--- config.mk ---
export PLATFORM = sky130hd
export DESIGN_NAME = ecc_recovery_ctrl
export DESIGN_NICKNAME = d
export VERILOG_FILES = /design/src/rtl/ecc_recovery_pkg.sv /design/src/rtl/ecc_mode_decode.sv /design/src/rtl/ecc_error_classify.sv /design/src/rtl/ecc_evict_strobe.sv /design/src/rtl/ecc_recovery_fsm.sv /design/src/rtl/ecc_recovery_ctrl.sv
export SDC_FILE = /design/constraint.sdc
export NUM_CORES = 1
export LEC_CHECK = 0
export ABC_AREA = 1
export CORE_ASPECT_RATIO = 1.25
export CORE_UTILIZATION = 40
export CTS_BUF_LIST = sky130_fd_sc_hd__clkbuf_16
export DETAILED_ROUTE_END_ITERATION = 6
export GPL_TIMING_DRIVEN = 1
export PLACE_DENSITY = 0.87
export RECOVER_POWER = 25
export SKIP_CTS_REPAIR_TIMING = 1
export SLEW_MARGIN = 20
export SYNTH_ARGS = -nofsm -noshare
export SYNTH_HDL_FRONTEND = slang
export SYNTH_SLANG_ARGS = --single-unit
--- constraint.sdc ---
create_clock -name clk -period 3.1 [get_ports clk]
set_input_delay 0.62 -clock clk [delete_from_list [all_inputs] [get_ports clk]]
set_output_delay 0.62 -clock clk [all_outputs]
set_load 0.02 [all_outputs]
--- src/rtl/ecc_recovery_pkg.sv ---
package ecc_recovery_pkg;

  typedef enum logic [2:0] {
    ST_IDLE   = 3'd0,
    ST_EVICT  = 3'd1,
    ST_INVAL  = 3'd2,
    ST_REFILL = 3'd3,
    ST_RETRY  = 3'd4
  } rec_state_e;

  localparam logic [1:0] RAM_TAG   = 2'b00;
  localparam logic [1:0] RAM_DIRTY = 2'b01;

  typedef struct packed {
    logic       dbl;
    logic [1:0] ram;
    logic       dirty;
    logic       icache;
    logic       coh;
  } err_info_t;

  typedef struct packed {
    logic chk_en;
    logic abort_en;
    logic force_wt;
  } mode_cfg_t;

  typedef struct packed {
    logic do_wb;
    logic unc;
    logic need_abort;
    logic mask_bad;
  } err_class_t;

endpackage

--- src/rtl/ecc_mode_decode.sv ---
module ecc_mode_decode
  import ecc_recovery_pkg::*;
(
  input  logic [2:0] mode,
  output mode_cfg_t  cfg
);

  always_comb begin
    cfg = '0;
    unique case (mode)
      3'b000: begin cfg.chk_en = 1'b1; cfg.abort_en = 1'b1; end
      3'b001,
      3'b010: begin cfg.chk_en = 1'b1; cfg.abort_en = 1'b1; cfg.force_wt = 1'b1; end
      3'b101: begin cfg.chk_en = 1'b1; end
      3'b110: begin cfg.chk_en = 1'b1; cfg.force_wt = 1'b1; end
      default: cfg = '0;  // 100 off, 011/111 reserved: treated as off
    endcase
  end

endmodule

--- src/rtl/ecc_error_classify.sv ---
module ecc_error_classify
  import ecc_recovery_pkg::*;
(
  input  err_info_t  info,
  input  logic       abort_en,
  output err_class_t cls
);

  logic dirty_eff;
  logic meta_ram;

  always_comb begin
    // instruction lines never hold modified data
    dirty_eff      = info.dirty & ~info.icache;
    meta_ram       = (info.ram == RAM_TAG) || (info.ram == RAM_DIRTY);
    cls.unc        = info.dbl & dirty_eff;
    cls.do_wb      = dirty_eff & ~(cls.unc & meta_ram);
    cls.mask_bad   = cls.unc & ~meta_ram;
    cls.need_abort = cls.unc | (abort_en & ~info.coh);
  end

endmodule

--- src/rtl/ecc_evict_strobe.sv ---
module ecc_evict_strobe #(
  parameter int LINE_BYTES = 8
) (
  input  logic                  mask_en,
  input  logic [LINE_BYTES-1:0] bad_bytes,
  output logic [LINE_BYTES-1:0] strb
);

  for (genvar b = 0; b < LINE_BYTES; b++) begin : g_byte
    assign strb[b] = ~(mask_en & bad_bytes[b]);
  end

endmodule

--- src/rtl/ecc_recovery_fsm.sv ---
module ecc_recovery_fsm
  import ecc_recovery_pkg::*;
#(
  parameter int IDX_W      = 6,
  parameter int LINE_BYTES = 8
) (
  input  logic                  clk,
  input  logic                  rst_n,
  input  logic                  err_valid,
  input  logic                  chk_en,
  input  err_class_t            cls,
  input  logic [IDX_W-1:0]      err_index,
  input  logic [LINE_BYTES-1:0] err_bad_bytes,
  input  logic                  wb_ack,
  input  logic                  rf_ack,
  output rec_state_e            state,
  output logic [IDX_W-1:0]      idx_q,
  output logic [LINE_BYTES-1:0] bad_q,
  output logic                  mask_q,
  output logic                  event_q,
  output logic                  abort_q
);

  rec_state_e state_nxt;
  logic       accept;
  logic       need_abort_q;
  logic       abort_set;

  assign accept    = (state == ST_IDLE) && err_valid && chk_en;
  assign abort_set = (state == ST_REFILL) && rf_ack && need_abort_q;

  always_comb begin
    state_nxt = state;
    unique case (state)
      ST_IDLE:   if (accept) state_nxt = cls.do_wb ? ST_EVICT : ST_INVAL;
      ST_EVICT:  if (wb_ack) state_nxt = ST_INVAL;
      ST_INVAL:  state_nxt = ST_REFILL;
      ST_REFILL: if (rf_ack) state_nxt = need_abort_q ? ST_IDLE : ST_RETRY;
      ST_RETRY:  state_nxt = ST_IDLE;
      default:   state_nxt = ST_IDLE;
    endcase
  end

  always_ff @(posedge clk or negedge rst_n) begin
    if (!rst_n) begin
      state <= ST_IDLE;
    end else begin
      state <= state_nxt;
    end
  end

  // report capture, enabled only on acceptance
  always_ff @(posedge clk or negedge rst_n) begin
    if (!rst_n) begin
      idx_q        <= '0;
      bad_q        <= '0;
      mask_q       <= 1'b0;
      need_abort_q <= 1'b0;
    end else if (accept) begin
      idx_q        <= err_index;
      bad_q        <= err_bad_bytes;
      mask_q       <= cls.mask_bad;
      need_abort_q <= cls.need_abort;
    end
  end

  always_ff @(posedge clk or negedge rst_n) begin
    if (!rst_n) begin
      event_q <= 1'b0;
      abort_q <= 1'b0;
    end else begin
      event_q <= accept;
      abort_q <= abort_set;
    end
  end

endmodule

--- src/rtl/ecc_recovery_ctrl.sv ---
module ecc_recovery_ctrl
  import ecc_recovery_pkg::*;
#(
  parameter int IDX_W      = 6,
  parameter int LINE_BYTES = 8
) (
  input  logic                  clk,
  input  logic                  rst_n,
  input  logic [2:0]            cfg_mode,
  output logic                  force_wt,
  input  logic                  err_valid,
  input  logic                  err_double,
  input  logic [1:0]            err_ram,
  input  logic                  err_dirty,
  input  logic                  err_icache,
  input  logic                  err_coherency,
  input  logic [IDX_W-1:0]      err_index,
  input  logic [LINE_BYTES-1:0] err_bad_bytes,
  output logic                  busy,
  output logic                  err_event,
  output logic [IDX_W-1:0]      fault_index,
  output logic                  wb_req,
  output logic [IDX_W-1:0]      wb_index,
  output logic [LINE_BYTES-1:0] wb_strb,
  input  logic                  wb_ack,
  output logic                  inv_req,
  output logic [IDX_W-1:0]      inv_index,
  output logic                  rf_req,
  output logic [IDX_W-1:0]      rf_index,
  input  logic                  rf_ack,
  output logic                  access_retry,
  output logic                  access_abort
);

  mode_cfg_t             cfg;
  err_info_t             info;
  err_class_t            cls;
  rec_state_e            state;
  logic [IDX_W-1:0]      idx_q;
  logic [LINE_BYTES-1:0] bad_q;
  logic                  mask_q;
  logic                  event_q;
  logic                  abort_q;

  assign info.dbl    = err_double;
  assign info.ram    = err_ram;
  assign info.dirty  = err_dirty;
  assign info.icache = err_icache;
  assign info.coh    = err_coherency;

  ecc_mode_decode u_mode (
    .mode (cfg_mode),
    .cfg  (cfg)
  );

  ecc_error_classify u_class (
    .info     (info),
    .abort_en (cfg.abort_en),
    .cls      (cls)
  );

  ecc_recovery_fsm #(
    .IDX_W      (IDX_W),
    .LINE_BYTES (LINE_BYTES)
  ) u_fsm (
    .clk           (clk),
    .rst_n         (rst_n),
    .err_valid     (err_valid),
    .chk_en        (cfg.chk_en),
    .cls           (cls),
    .err_index     (err_index),
    .err_bad_bytes (err_bad_bytes),
    .wb_ack        (wb_ack),
    .rf_ack        (rf_ack),
    .state         (state),
    .idx_q         (idx_q),
    .bad_q         (bad_q),
    .mask_q        (mask_q),
    .event_q       (event_q),
    .abort_q       (abort_q)
  );

  ecc_evict_strobe #(
    .LINE_BYTES (LINE_BYTES)
  ) u_strb (
    .mask_en   (mask_q),
    .bad_bytes (bad_q),
    .strb      (wb_strb)
  );

  assign force_wt     = cfg.force_wt;
  assign busy         = (state != ST_IDLE);
  assign err_event    = event_q;
  assign fault_index  = idx_q;
  assign wb_req       = (state == ST_EVICT);
  assign inv_req      = (state == ST_INVAL);
  assign rf_req       = (state == ST_REFILL);
  assign access_retry = (state == ST_RETRY);
  assign access_abort = abort_q;
  assign wb_index     = idx_q;
  assign inv_index    = idx_q;
  assign rf_index     = idx_q;

endmodule

==> metrics.md, run 1 <==
| Metric | Value |
|---|---|
| First-pass GRT wire length | 4.15 mm |
| Cell mode on critical path | a21oi_1 |
| Status | finished, final reports clean |
| Drt initial violations | 8 |
| Commonest cells post-synth | nand2_1 (67), dfrtp_1 (21), buf_4 (19) |
| Ports | 68 |
| Area fraction of the dominant cell type after synthesis | 0.446 |
| Final Cell Area | 1790 um^2 |
| YS warnings | 0 |
| Crit path cell chain | dlygate4sd3_1, a21oi_1, a21oi_1, clkdlybuf4s50_1 |
| Distinct cells, synth | 18 |
| Clock Pin Slew Worst Setup and Hold Paths | 50 ps |
| Setup Skew | between 1.5 and 2 ps |
| Area grow syn2layout | 52.4% |
| Crit path max fanout | 5 |
| Drt pass-1 iters | 3 |
| Die W | 50.5 um |
| Count leader, synth | nand2_1 |
| N_diodes | 0 |
| Die footprint | 3170 um^2 |
| Final period utilization | 0.856 |
| Area of the multi-input gates | 420 um^2 |
| Slew at the pin closest to its max-slew limit | ~900 ps |
| Height of the chip | 62.7 um |
| Mean Syn Cell Area | 7.60 um^2 |
| Slew margin rel. | 0.399 |
| Post-Syn Area | ~1200 um^2 |
| Placer Congestion | 0.810 |
| Utilization after layout | 0.657 |
| Worst EP required | 2480 ps |
| Critical Path Sink Type | primary output |
| Worst-Skew Late Latency | ~250 ps |
| CTS max path bufs | 2 |
| Initial antenna violation count | 0 |
| Synth area leader | dfrtp_1 |
| Mapped Cells | 155 |
| Via Count | 1077 |
| Syn nets | 183 |
| CP Class | in -> out |
| Final hold viol count | 0 |
| Critical path arrival | approximately 2000 ps |
| Layout cells sized above 1 | 0.0735 |
| Pin count of the biggest net entering global routing | 22 |
| Worst min-delay path class | reg -> reg |
| Fmax | 377 MHz |
| Std-Cell Rows | 21 |
| Starting Density | 0.431 |
| Top_reg_cell synth | dfrtp_1 |
| PD cells | between 900 and 1000 nW/um^2 |
| Max-slew violation count | 0 |
| Sequential share of the synthesized area | 0.446 |
| Buf/Inv on CP | 2 |
| Grt total ovfl | 0 |
| Wire per inst | 10.1 um |
| Number of synthesized flops with an enable pin | 0 |
| Max-Cap Viols | 0 |
| Port bufs | 66 |
| Core Area | 2730 um^2 |
| Nets@finish | approximately 230 |
| Peak supply drop | 0.539 mV |
| Yosys reg bits | 21 |
| Crit start category | input pin |
| Gr usage total | 0.178 |
| Fin crit period | ~2700 ps |
| FILL cells | 256 |
| Root buf cell | clkbuf_16 |
| Post-route DRC | 0 |
| Ranking of synthesized cells by area | dfrtp_1 (45%), nand2_1 (21%), buf_4 (12%) |
| Detailed placer's ending HPWL | 1.86 mm |
| Worst path slowest cell | dlygate4sd3_1 |
| CTS Sinks | 21 |
| Vias in the first global route | 973 |
| Vias per cell | 4.53 |
| Ys async rst share | 1.00 |
| CTS tree | built |
| Storage cell area | 526 um^2 |
| Setup_tns | 0 ps |
| H-tree lvl count | 1 |
| Crit path max-delay family | buffers and inverters |
| TritonCTS buffer count | 3 |
| Setup violators final | 0 |
| Worst path max stage delay | around 630 ps |
| Leak pwr | approximately 0.00087 uW |
| RSZ-0062 raised after global routing | no |
| Drt total wl | 2.39 mm |
| Final ANT Viol Nets | 0 |
| Hold_ws | 479 ps |
| Cell Area, Placed | approximately 1700 um^2 |
where the power goes:
group / internal, uW / switching (uW)
clock: 173 / 91.4
sequential: 388 / 93.8
combinational: 439 / 508
flip-flops by register name, summed over array words and instances, names as in the netlist:
signal / cells
u_fsm.idx_q: 6
u_fsm.event_q: 1
u_fsm.state: 3
u_fsm.abort_q: 1
u_fsm.mask_q: 1
u_fsm.bad_q: 8
u_fsm.need_abort_q: 1
routing by layer:
layer | global-route usage | vias to the layer above | routed length, um | part of all wire
li1 | - | 552 | - | -
met1 | 0.184 | 476 | 926 | 0.39
met2 | 0.317 | 45 | 1260 | 0.53
met3 | 0.0487 | 4 | 159 | 0.066
met4 | 0.0938 | 0 | 45 | 0.019
met5 | 0 | - | 0 | 0
layout by cell type (no fill, tap or decap), drive strengths merged:
master          n
nand3           5
dlygate4sd3     3
o21ai           4
inv            16
a21oi           3
dfrtp          21
nor3            1
clkbuf          3
clkinv          1
nor4            1
nor2           11
clkdlybuf4s50  63
nand2          72
cells by family after synthesis:
group | after synthesis | share of synthesized area
buf+inv | 37 | 0.197
flops | 21 | 0.446
simple gates | 90 | 0.327
compound gates | 7 | 0.0298
cell type report:
class,count,area share
Tap cell,34,0.0237
Clock buffer,3,0.0418
Sequential cell,21,0.293
Inverter,16,0.0363
Clock inverter,1,0.00279
Multi-Input combinational cell,97,0.234
Timing Repair Buffer,66,0.368
final timing paths:
check	startpoint	depth (start not counted)	endpoint	slack, ps
min in group asynchronous	rst_n	1	u_fsm.idx_q[5]$_DFFE_PN0P_	950
min reg2reg	u_fsm.bad_q[6]$_DFFE_PN0P_	2	u_fsm.bad_q[6]$_DFFE_PN0P_	480
min	u_fsm.bad_q[6]$_DFFE_PN0P_	2	u_fsm.bad_q[6]$_DFFE_PN0P_	480
max	cfg_mode[1]	4	force_wt	450
max reg2reg	u_fsm.state[2]$_DFFE_PN0P_	6	u_fsm.need_abort_q$_DFFE_PN0P_	1820
max in group asynchronous	rst_n	1	u_fsm.need_abort_q$_DFFE_PN0P_	1600
through the flow:
stage	setup WS [ps]	cells	power (uW)
global route	346	238	1820
CTS	490	238	1720
floorplan	1440	155	1150
finish	448	238	1690
detailed placement	491	234	1450
global placement	499	234	1420
worst min-delay path, stage by stage, from the launching register on:
cell	delay, ps
dfrtp_1	340
nand2_1	60
nand2_1	50
No activity file was read; power rests on OpenSTA's default activity.
==> run 2, diff against run 1 <==
--- a/config.mk
+++ b/config.mk
@@ -6,15 +6,16 @@
 export NUM_CORES = 1
 export LEC_CHECK = 0
 export ABC_AREA = 1
+export CAP_MARGIN = 0
 export CORE_ASPECT_RATIO = 1.25
 export CORE_UTILIZATION = 40
 export CTS_BUF_LIST = sky130_fd_sc_hd__clkbuf_16
+export CTS_CLUSTER_DIAMETER = 80
 export DETAILED_ROUTE_END_ITERATION = 6
 export GPL_TIMING_DRIVEN = 1
 export PLACE_DENSITY = 0.87
 export RECOVER_POWER = 25
 export SKIP_CTS_REPAIR_TIMING = 1
-export SLEW_MARGIN = 20
 export SYNTH_ARGS = -nofsm -noshare
 export SYNTH_HDL_FRONTEND = slang
 export SYNTH_SLANG_ARGS = --single-unit
==> results of run 2 <==
Final layout, timing and power as in run 1 (identical DEF).
==> run 3, diff against run 2 <==
--- a/config.mk
+++ b/config.mk
@@ -15,6 +15,7 @@
 export GPL_TIMING_DRIVEN = 1
 export PLACE_DENSITY = 0.87
 export RECOVER_POWER = 25
+export SETUP_SLACK_MARGIN = 0.05
 export SKIP_CTS_REPAIR_TIMING = 1
 export SYNTH_ARGS = -nofsm -noshare
 export SYNTH_HDL_FRONTEND = slang
==> results of run 3 <==
Final layout, timing and power as in run 1 (identical DEF).
